$ cat config.mk
export PLATFORM = sky130hd
export DESIGN_NAME = rxf_addr_filter
export DESIGN_NICKNAME = d
export VERILOG_FILES = /design/src/rtl/rxf_pkg.sv /design/src/rtl/rxf_cfg_regs.sv /design/src/rtl/rxf_hash.sv /design/src/rtl/rxf_decide.sv /design/src/rtl/rxf_addr_filter.sv
export SDC_FILE = /design/constraint.sdc
export NUM_CORES = 1
export LEC_CHECK = 0
export ABC_CLOCK_PERIOD_IN_PS = 4700
export BUFFER_PORTS_ARGS = -buffer_cell sky130_fd_sc_hd__buf_4
export CAP_MARGIN = 40
export CORE_MARGIN = 5
export CORE_UTILIZATION = 45
export CTS_BUF_LIST = sky130_fd_sc_hd__clkbuf_16
export CTS_CLUSTER_SIZE = 16
export DETAILED_ROUTE_END_ITERATION = 8
export PLACE_DENSITY = 0.63
export SYNTH_ARGS = -nofsm -noshare
export SYNTH_HDL_FRONTEND = slang
export SYNTH_SLANG_ARGS = --single-unit
$ cat constraint.sdc
create_clock -name clk -period 4.7 [get_ports clk]
set_clock_uncertainty 0.1 [all_clocks]
set_input_delay 0.235 -clock clk [delete_from_list [all_inputs] [get_ports clk]]
set_output_delay 0.235 -clock clk [all_outputs]
set_load 0.02 [all_outputs]
$ cat src/rtl/rxf_pkg.sv
`timescale 1ns/1ps
package rxf_pkg;
   // Acceptance switches; first member is the MSB of the packed word.
   typedef struct packed {
      logic save_err;
      logic runt_ok;
      logic promisc;
      logic mc_en;
      logic bc_en;
   } rxf_mode_t;

   localparam int MODE_W   = 5;
   localparam int STATUS_W = 8;

   localparam int ST_CLEAN = 0;
   localparam int ST_CRC   = 1;
   localparam int ST_ALIGN = 2;
   localparam int ST_RUNT  = 3;
   localparam int ST_GROUP = 4;

   localparam logic [31:0] CRC_POLY_REFL = 32'hEDB88320;
endpackage

$ cat src/rtl/rxf_cfg_regs.sv
`timescale 1ns/1ps
module rxf_cfg_regs
   import rxf_pkg::*;
#(
   parameter int N_ADDR_BYTES = 6,
   parameter int N_HASH_BYTES = 8,
   parameter int HASH_BASE    = 8,
   parameter int MODE_SEL     = 16,
   parameter int SEL_W        = 5
)(
   input  logic                      clk,
   input  logic                      rst_n,
   input  logic                      cfg_wr,
   input  logic [SEL_W-1:0]          cfg_sel,
   input  logic [7:0]                cfg_data,
   output logic [8*N_ADDR_BYTES-1:0] station,
   output logic [8*N_HASH_BYTES-1:0] hash_vec,
   output rxf_mode_t                 mode
);
   for (genvar k = 0; k < N_ADDR_BYTES; k++) begin : g_sta
      always_ff @(posedge clk or negedge rst_n) begin
         if (!rst_n) begin
            station[8*k +: 8] <= '0;
         end else if (cfg_wr && cfg_sel == SEL_W'(k)) begin
            station[8*k +: 8] <= cfg_data;
         end
      end
   end

   for (genvar j = 0; j < N_HASH_BYTES; j++) begin : g_hash
      always_ff @(posedge clk or negedge rst_n) begin
         if (!rst_n) begin
            hash_vec[8*j +: 8] <= '0;
         end else if (cfg_wr && cfg_sel == SEL_W'(HASH_BASE + j)) begin
            hash_vec[8*j +: 8] <= cfg_data;
         end
      end
   end

   always_ff @(posedge clk or negedge rst_n) begin
      if (!rst_n) begin
         mode <= '0;
      end else if (cfg_wr && cfg_sel == SEL_W'(MODE_SEL)) begin
         mode <= rxf_mode_t'(cfg_data[MODE_W-1:0]);
      end
   end
endmodule

$ cat src/rtl/rxf_hash.sv
`timescale 1ns/1ps
module rxf_hash
   import rxf_pkg::*;
#(
   parameter int ADDR_W    = 48,
   parameter int HASH_BITS = 6,
   localparam int HASH_SIZE = 1 << HASH_BITS
)(
   input  logic [ADDR_W-1:0]    dst,
   input  logic [HASH_SIZE-1:0] hash_vec,
   output logic                 hit
);
   // Serial reflected CRC over the address, unrolled into combinational logic.
   function automatic logic [HASH_BITS-1:0] bin_of(input logic [ADDR_W-1:0] a);
      logic [31:0]          c;
      logic [HASH_BITS-1:0] b;
      c = '1;
      for (int i = 0; i < ADDR_W; i++) begin
         logic fb;
         fb = c[0] ^ a[i];
         c  = c >> 1;
         if (fb) c = c ^ CRC_POLY_REFL;
      end
      for (int n = 0; n < HASH_BITS; n++) begin
         b[HASH_BITS-1-n] = c[n];
      end
      return b;
   endfunction

   logic [HASH_BITS-1:0] bin;

   always_comb begin
      bin = bin_of(dst);
      hit = hash_vec[bin];
   end
endmodule

$ cat src/rtl/rxf_decide.sv
`timescale 1ns/1ps
module rxf_decide
   import rxf_pkg::*;
#(
   parameter int ADDR_W  = 48,
   parameter int LEN_W   = 16,
   parameter int MIN_LEN = 64
)(
   input  logic [ADDR_W-1:0]   dst,
   input  logic [LEN_W-1:0]    frame_len,
   input  logic                crc_err,
   input  logic                align_err,
   input  logic [ADDR_W-1:0]   station,
   input  rxf_mode_t           mode,
   input  logic                hash_hit,
   output logic                accept,
   output logic [STATUS_W-1:0] status
);
   logic is_group, is_bcast, is_runt, has_err, addr_ok;

   always_comb begin
      is_group = dst[0];
      is_bcast = &dst;
      is_runt  = frame_len < LEN_W'(MIN_LEN);
      has_err  = crc_err | align_err;

      if (is_bcast) begin
         addr_ok = mode.bc_en;
      end else if (is_group) begin
         addr_ok = mode.mc_en & hash_hit;
      end else begin
         addr_ok = mode.promisc | (dst == station);
      end

      accept = addr_ok & (~is_runt | mode.runt_ok) & (~has_err | mode.save_err);

      status           = '0;
      status[ST_CLEAN] = accept & ~has_err;
      status[ST_CRC]   = has_err;
      status[ST_ALIGN] = align_err;
      status[ST_RUNT]  = is_runt;
      status[ST_GROUP] = is_group;
   end
endmodule

$ cat src/rtl/rxf_addr_filter.sv
`timescale 1ns/1ps
module rxf_addr_filter
   import rxf_pkg::*;
#(
   parameter int ADDR_W    = 48,
   parameter int HASH_BITS = 6,
   parameter int LEN_W     = 16,
   parameter int MIN_LEN   = 64,
   localparam int N_ADDR_BYTES = ADDR_W / 8,
   localparam int N_HASH_BYTES = (1 << HASH_BITS) / 8,
   localparam int HASH_BASE    = 1 << $clog2(N_ADDR_BYTES),
   localparam int MODE_SEL     = HASH_BASE + N_HASH_BYTES,
   localparam int SEL_W        = $clog2(MODE_SEL + 1)
)(
   input  logic                clk,
   input  logic                rst_n,
   input  logic                cfg_wr,
   input  logic [SEL_W-1:0]    cfg_sel,
   input  logic [7:0]          cfg_data,
   input  logic                eof_valid,
   input  logic [ADDR_W-1:0]   dst_addr,
   input  logic [LEN_W-1:0]    frame_len,
   input  logic                crc_err,
   input  logic                align_err,
   output logic                res_valid,
   output logic                res_accept,
   output logic [STATUS_W-1:0] res_status
);
   localparam int HASH_SIZE = 1 << HASH_BITS;

   if (ADDR_W % 8 != 0) begin : g_bad_addr_w
      $error("ADDR_W must be a whole number of bytes");
   end
   if (HASH_BITS < 3 || HASH_BITS > 32) begin : g_bad_hash_bits
      $error("HASH_BITS must lie between 3 and 32");
   end
   if (MIN_LEN >= (1 << LEN_W)) begin : g_bad_min_len
      $error("MIN_LEN does not fit in LEN_W bits");
   end

   logic [ADDR_W-1:0]    station_q;
   logic [HASH_SIZE-1:0] hash_q;
   rxf_mode_t            mode_q;
   logic                 hash_hit;
   logic                 acc_d;
   logic [STATUS_W-1:0]  status_d;

   rxf_cfg_regs #(
      .N_ADDR_BYTES (N_ADDR_BYTES),
      .N_HASH_BYTES (N_HASH_BYTES),
      .HASH_BASE    (HASH_BASE),
      .MODE_SEL     (MODE_SEL),
      .SEL_W        (SEL_W)
   ) u_cfg (
      .clk      (clk),
      .rst_n    (rst_n),
      .cfg_wr   (cfg_wr),
      .cfg_sel  (cfg_sel),
      .cfg_data (cfg_data),
      .station  (station_q),
      .hash_vec (hash_q),
      .mode     (mode_q)
   );

   rxf_hash #(
      .ADDR_W    (ADDR_W),
      .HASH_BITS (HASH_BITS)
   ) u_hash (
      .dst      (dst_addr),
      .hash_vec (hash_q),
      .hit      (hash_hit)
   );

   rxf_decide #(
      .ADDR_W  (ADDR_W),
      .LEN_W   (LEN_W),
      .MIN_LEN (MIN_LEN)
   ) u_dec (
      .dst       (dst_addr),
      .frame_len (frame_len),
      .crc_err   (crc_err),
      .align_err (align_err),
      .station   (station_q),
      .mode      (mode_q),
      .hash_hit  (hash_hit),
      .accept    (acc_d),
      .status    (status_d)
   );

   always_ff @(posedge clk or negedge rst_n) begin
      if (!rst_n) begin
         res_valid  <= 1'b0;
         res_accept <= 1'b0;
         res_status <= '0;
      end else begin
         res_valid  <= eof_valid;
         res_accept <= eof_valid & acc_d;
         res_status <= eof_valid ? status_d : '0;
      end
   end
endmodule

Word level (Yosys, flattened, before mapping)
Index checks and enable logic that the tools add are counted.

$lt $le $gt $ge: 2. Equal/unequal tests: 15. Bitwise operators: 105. Reduce and logical (&&, ||, !) cells: 17. Multiplexer cells: 53.

Operators by type and width (number): $mux 32 (22); $not 13->14 (21); $mux 16 (4); $mux 10 (6); $mux 28 (2); $mux 25 (2); $eq 48x48->1 (1); $reduce_and 48->1 (1); $xor 1x1->1 (47); $mux 22 (2); $eq 5x4->1 const B (8); $mux 31 (1); $mux 30 (1); $mux 27 (1); $mux 24 (1); $not 11->11 (2); $mux 21 (1); $mux 20 (1); $mux 6 (3); $not 3->3 (6); $not 9->9 (2); $lt 16x7->1 const B (1); $not 4->4 (4); $logic_and 1x1->1 (15); 21 further kinds (37).

Input port bits: 83. Register bits after elaboration: 127. Output and inout bits: 10.

Longest topological paths before layout
Depth in word-level cells: 104. Depth in mapped cells: 17. Gate-level depth less buffers: 14.

Cells and area by module
A second synthesis with hierarchy kept.

Cells, all modules: 610. Area total of the unflattened synthesis: 8396.8 um^2.

By module, submodules not included: rxf_cfg_regs (area each 4509.3 um^2, cells an instance 269, instances 1, seq. area each 2927.8 um^2); rxf_hash (area each 2815.2 um^2, cells an instance 218, instances 1, seq. area each 0.0 um^2); rxf_decide (area each 765.7 um^2, cells an instance 104, instances 1, seq. area each 0.0 um^2); rxf_addr_filter (area each 306.5 um^2, cells an instance 19, instances 1, seq. area each 250.2 um^2).

Worst setup path after synthesis
Ideal clock, no wire load.

Path type: input-to-reg. From: input dst_addr[0]. To: register res_status[0]. Arrival time: 4475 ps. Setup slack: 1 ps. Stages: 15. Buffers on the path: 1. Library setup time: 124 ps. Path through: ha_1 clkbuf_1 xor3_1 xnor3_1 xnor3_1 xnor2_1 xnor3_1 xnor2_1 xor2_2 mux2i_2 a221oi_1 a211o_1 or4_1 o211ai_2 a21boi_1.

Longest elaborated chain between the ends: 75.

Ends and longest elaborated chain: from (decl) (line rxf_addr_filter.sv:21) `input logic [ADDR_W-1:0] dst_addr,`; parallel branches: the longest is 70 deep, another holds $mux 32; $mux 1 (*) (line rxf_decide.sv:27) `if (is_bcast) begin`; $and 1x1->1 (*) (2 in a row) (line rxf_decide.sv:35) `accept = addr_ok & (~is_runt | mode.runt_ok) & (~has_err | mode.save_err);`; $and 1x1->1 (*) (line rxf_decide.sv:38) `status[ST_CLEAN] = accept & ~has_err;`; $mux 5 (*) (line rxf_addr_filter.sv:98) `res_status <= eof_valid ? status_d : '0;`; to (signal assigned) (line rxf_addr_filter.sv:98); to (decl) (line rxf_addr_filter.sv:27) `output logic [STATUS_W-1:0] res_status`.

Every way passes the cells marked *. The select of a mux whose other input is x is not followed. A chain may end at the register's enable or synchronous reset.

Worst setup path in the final report
Same ends and word-level chain as after synthesis.

==> impl_metrics.json <==
{
  "path_class": "input pin to register",
  "hpwl_mm": 19.00,
  "synth_fa_ha_area_share_pct": 0.4259,
  "synth_top_area_cell": "dfrtp_1",
  "critical_path_arrival_ns": 4.61,
  "cp-startpoint": "dst_addr[0]",
  "grt_pass1_wl_mm": 37.60,
  "finalCritPeriodShare_pct": 93.98,
  "place_ws_ns": -0.1541,
  "rr_startpoint": "u_cfg.hash_vec[37]",
  "synthesis.area_mm2": 0.008813,
  "core_area_mm2": 0.01940,
  "drive_above_1_share_pct": 41.88,
  "wl_met1_mm": 10.65,
  "cts_buffer_depth": 2,
  "synth_edf_count": 0,
  "first_global_vias": 6459,
  "ys_seq_area_share_pct": 35.21,
  "topRoutingLayerUsed": "met4",
  "max_freq_mhz": 226.4,
  "cts_root_buffer": "clkbuf_16",
  "slew_headroom_pct": 43.71,
  "fin_ws_ns": 0.2829,
  "multi_input_area_mm2": 0.005527,
  "drt-initial-drc-count": 335,
  "n_antenna_cell": 0,
  "num-fill-cells": 1671,
  "dieWidth_um": 150.0,
  "yosys_warnings": 0,
  "crit_top_cell": "xnor3_1",
  "finalSetupTns_ns": 0,
  "critPathMaxFanout": 4,
  "syn_inst": 668,
  "rsz0062_at_grt": "no",
  "drc": 0,
  "initial_core_util_pct": 45.43,
  "grt_max_degree": 53,
  "final_area_mm2": 0.01094,
  "rows": 51,
  "area_delta_synth_final_pct": 24.15,
  "wl_met3_mm": 1.245,
  "drv_slew": 0,
  "endpoint_kind": "register",
  "wl_per_cell_um": 21.73,
  "htree_levels": 4,
  "critical_path_buf_inv_count": 1,
  "cts_tree": "built",
  "cap_violations": 0,
  "ys_seq_elements": 124,
  "path_clk_slew_ns": 0.05,
  "hold_viol_final": 0,
  "worst_path_largest_cell_delay_ns": 0.52,
  "ios": 93,
  "path_cells": "buf_4, ha_1, xnor2_1, xor3_1, xor3_1, xnor3_1, xnor3_1, xnor3_1, xor2_2, mux2i_2, a221oi_1, a211o_1, or4_1, o211ai_2, a21boi_1",
  "synthSimpleGateAreaFrac_pct": 6.502,
  "drt_first_pass_iters": 4,
  "cp_slowest_cell": "or4_1",
  "yosys.area.top_type_share_pct": 35.21,
  "cts_setup_buffers": 0,
  "muxShareOfSynthArea_pct": 19.58,
  "antenna_found_initial": 0,
  "vias": 5952,
  "synthFlopType": "dfrtp_1",
  "synthTopCellsByArea": "dfrtp_1, mux2_2, xnor3_1",
  "track_usage_pct": 22.56,
  "die_y_um": 150.0,
  "final_antenna_net_count": 0,
  "synthXorXnorAreaFrac_pct": 33.72,
  "status": "completed",
  "synth_top_family_by_area": "XOR/XNOR gates",
  "placed_area_mm2": 0.01034,
  "setup_violations": 0,
  "hp-start": "frame_len[11]",
  "synth_compound_area_share_pct": 2.357,
  "critPathRequiredTime_ns": 4.89,
  "wl_met2_mm": 11.90,
  "synth.avg_cell_area_um2": 13.19,
  "die_area_mm2": 0.02249,
  "regArea_mm2": 0.003103,
  "wirelength_mm": 24.22,
  "final_net_count": 923,
  "portBuffers": 83,
  "numCtsBuffers": 17,
  "worstSkewPairLatency_ns": 0.41,
  "avgViaCountPerCell": 5.338,
  "async_reset_ff_share_pct": 100.0,
  "hp-class": "input pin to register",
  "path_delay_family": "XOR/XNOR gates",
  "grt_overflow": 0,
  "gp_congestion": 0.9200,
  "post-route-min-period_ns": 4.417,
  "tightest_slew_ns": 0.8412,
  "synth_cell_types": 55,
  "cp-start-kind": "input pin",
  "clkSinkCount": 124
}
-- metal layers --
layer | track usage [%] | vias up
met4 | 6.450 | 0
met2 | 37.55 | 170
met5 | 0 | -
li1 | - | 2719
met3 | 3.876 | 31
met1 | 30.47 | 3032
-- cells by family after synthesis --
kind of cell / after synthesis
XOR/XNOR: 223
multiplexers: 147
flip-flops: 124
AND/OR/NAND/NOR: 104
buffers and inverters: 37
AO/OA/AOI/OAI: 29
adder cells (fa/ha/maj): 3
other: 1
-- worst paths after layout --
| path | endpoint | slack [ns] | cells past startpoint |
|---|---|---|---|
| setup / recovery | res_status[0] | 0.28 | 15 |
| hold / removal | res_status[3] | 0.03 | 4 |
| setup reg to reg | res_status[0] | 2.41 | 7 |
| hold reg to reg | u_cfg.hash_vec[60] | 0.40 | 1 |
| max in group asynchronous | u_cfg.hash_vec[59] | 3.08 | 4 |
| min in group asynchronous | u_cfg.station[37] | 0.19 | 2 |
-- layout by cell type (no fill, tap or decap), types with 5 or more instances in the layout --
cell type / count
mux2i_1: 20
nand2_1: 19
nor2b_1: 6
buf_4: 171
xnor3_1: 49
mux2_2: 117
nor3_1: 5
nand4_1: 25
xor3_1: 6
xor2_2: 5
dfrtp_1: 124
xnor2_2: 11
nor2_1: 16
clkbuf_16: 17
nor4_1: 8
o21ai_0: 10
inv_1: 8
xnor2_1: 117
xor2_1: 27
mux4_2: 8
-- area by class of cell --
cell class | instances | share of cell area (%)
sequential | 124 | 28.36
clock inverter | 15 | 1.235
timing repair buffer | 180 | 12.81
multi-input combinational | 509 | 50.51
tap | 265 | 3.030
clock buffer | 17 | 3.888
inverter | 5 | 0.1715
-- cells in the mapped netlist (all sizes together) (10+ instances only) --
cell / instances
buf: 16
clkbuf: 16
dfrtp: 124
mux2: 117
mux2i: 22
nand2: 20
nand4: 25
nor2: 16
o21ai: 10
xnor2: 131
xnor3: 52
xor2: 32
-- worst register-to-register path, delay by kind of cell (launching register included) --
kind / cells / cell delay (ns)
compound gates: 3 / 0.47
flops: 1 / 0.39
simple gates: 3 / 0.73
mux: 1 / 0.48
-- per-stage QoR --
stage	cells	hold WS [ns]	util [%]
2_1_floorplan	670	-0.1606	-
3_3_place_gp	1076	0.2778	53.12
3_5_place_dp	1079	0.08732	53.31
4_1_cts	1115	0.02316	56.40
5_1_grt	1115	0.05392	56.40
6_report	1115	0.03369	56.40
-- repair_timing --
item | CTS | global route
hold buffers | 4 | 0
endpoints found under the hold margin | 31 | 0
gates resized for setup | 0 | 0
-- state kept, by name, summed over array words and instances (netlist names) --
register,flops
u_cfg.station,48
u_cfg.hash_vec,64
res_status,5
res_valid,1
u_cfg.mode,5
res_accept,1
Power is not shown: default switching activity piles up to over one toggle a cycle in this logic, so the estimate is an artifact.
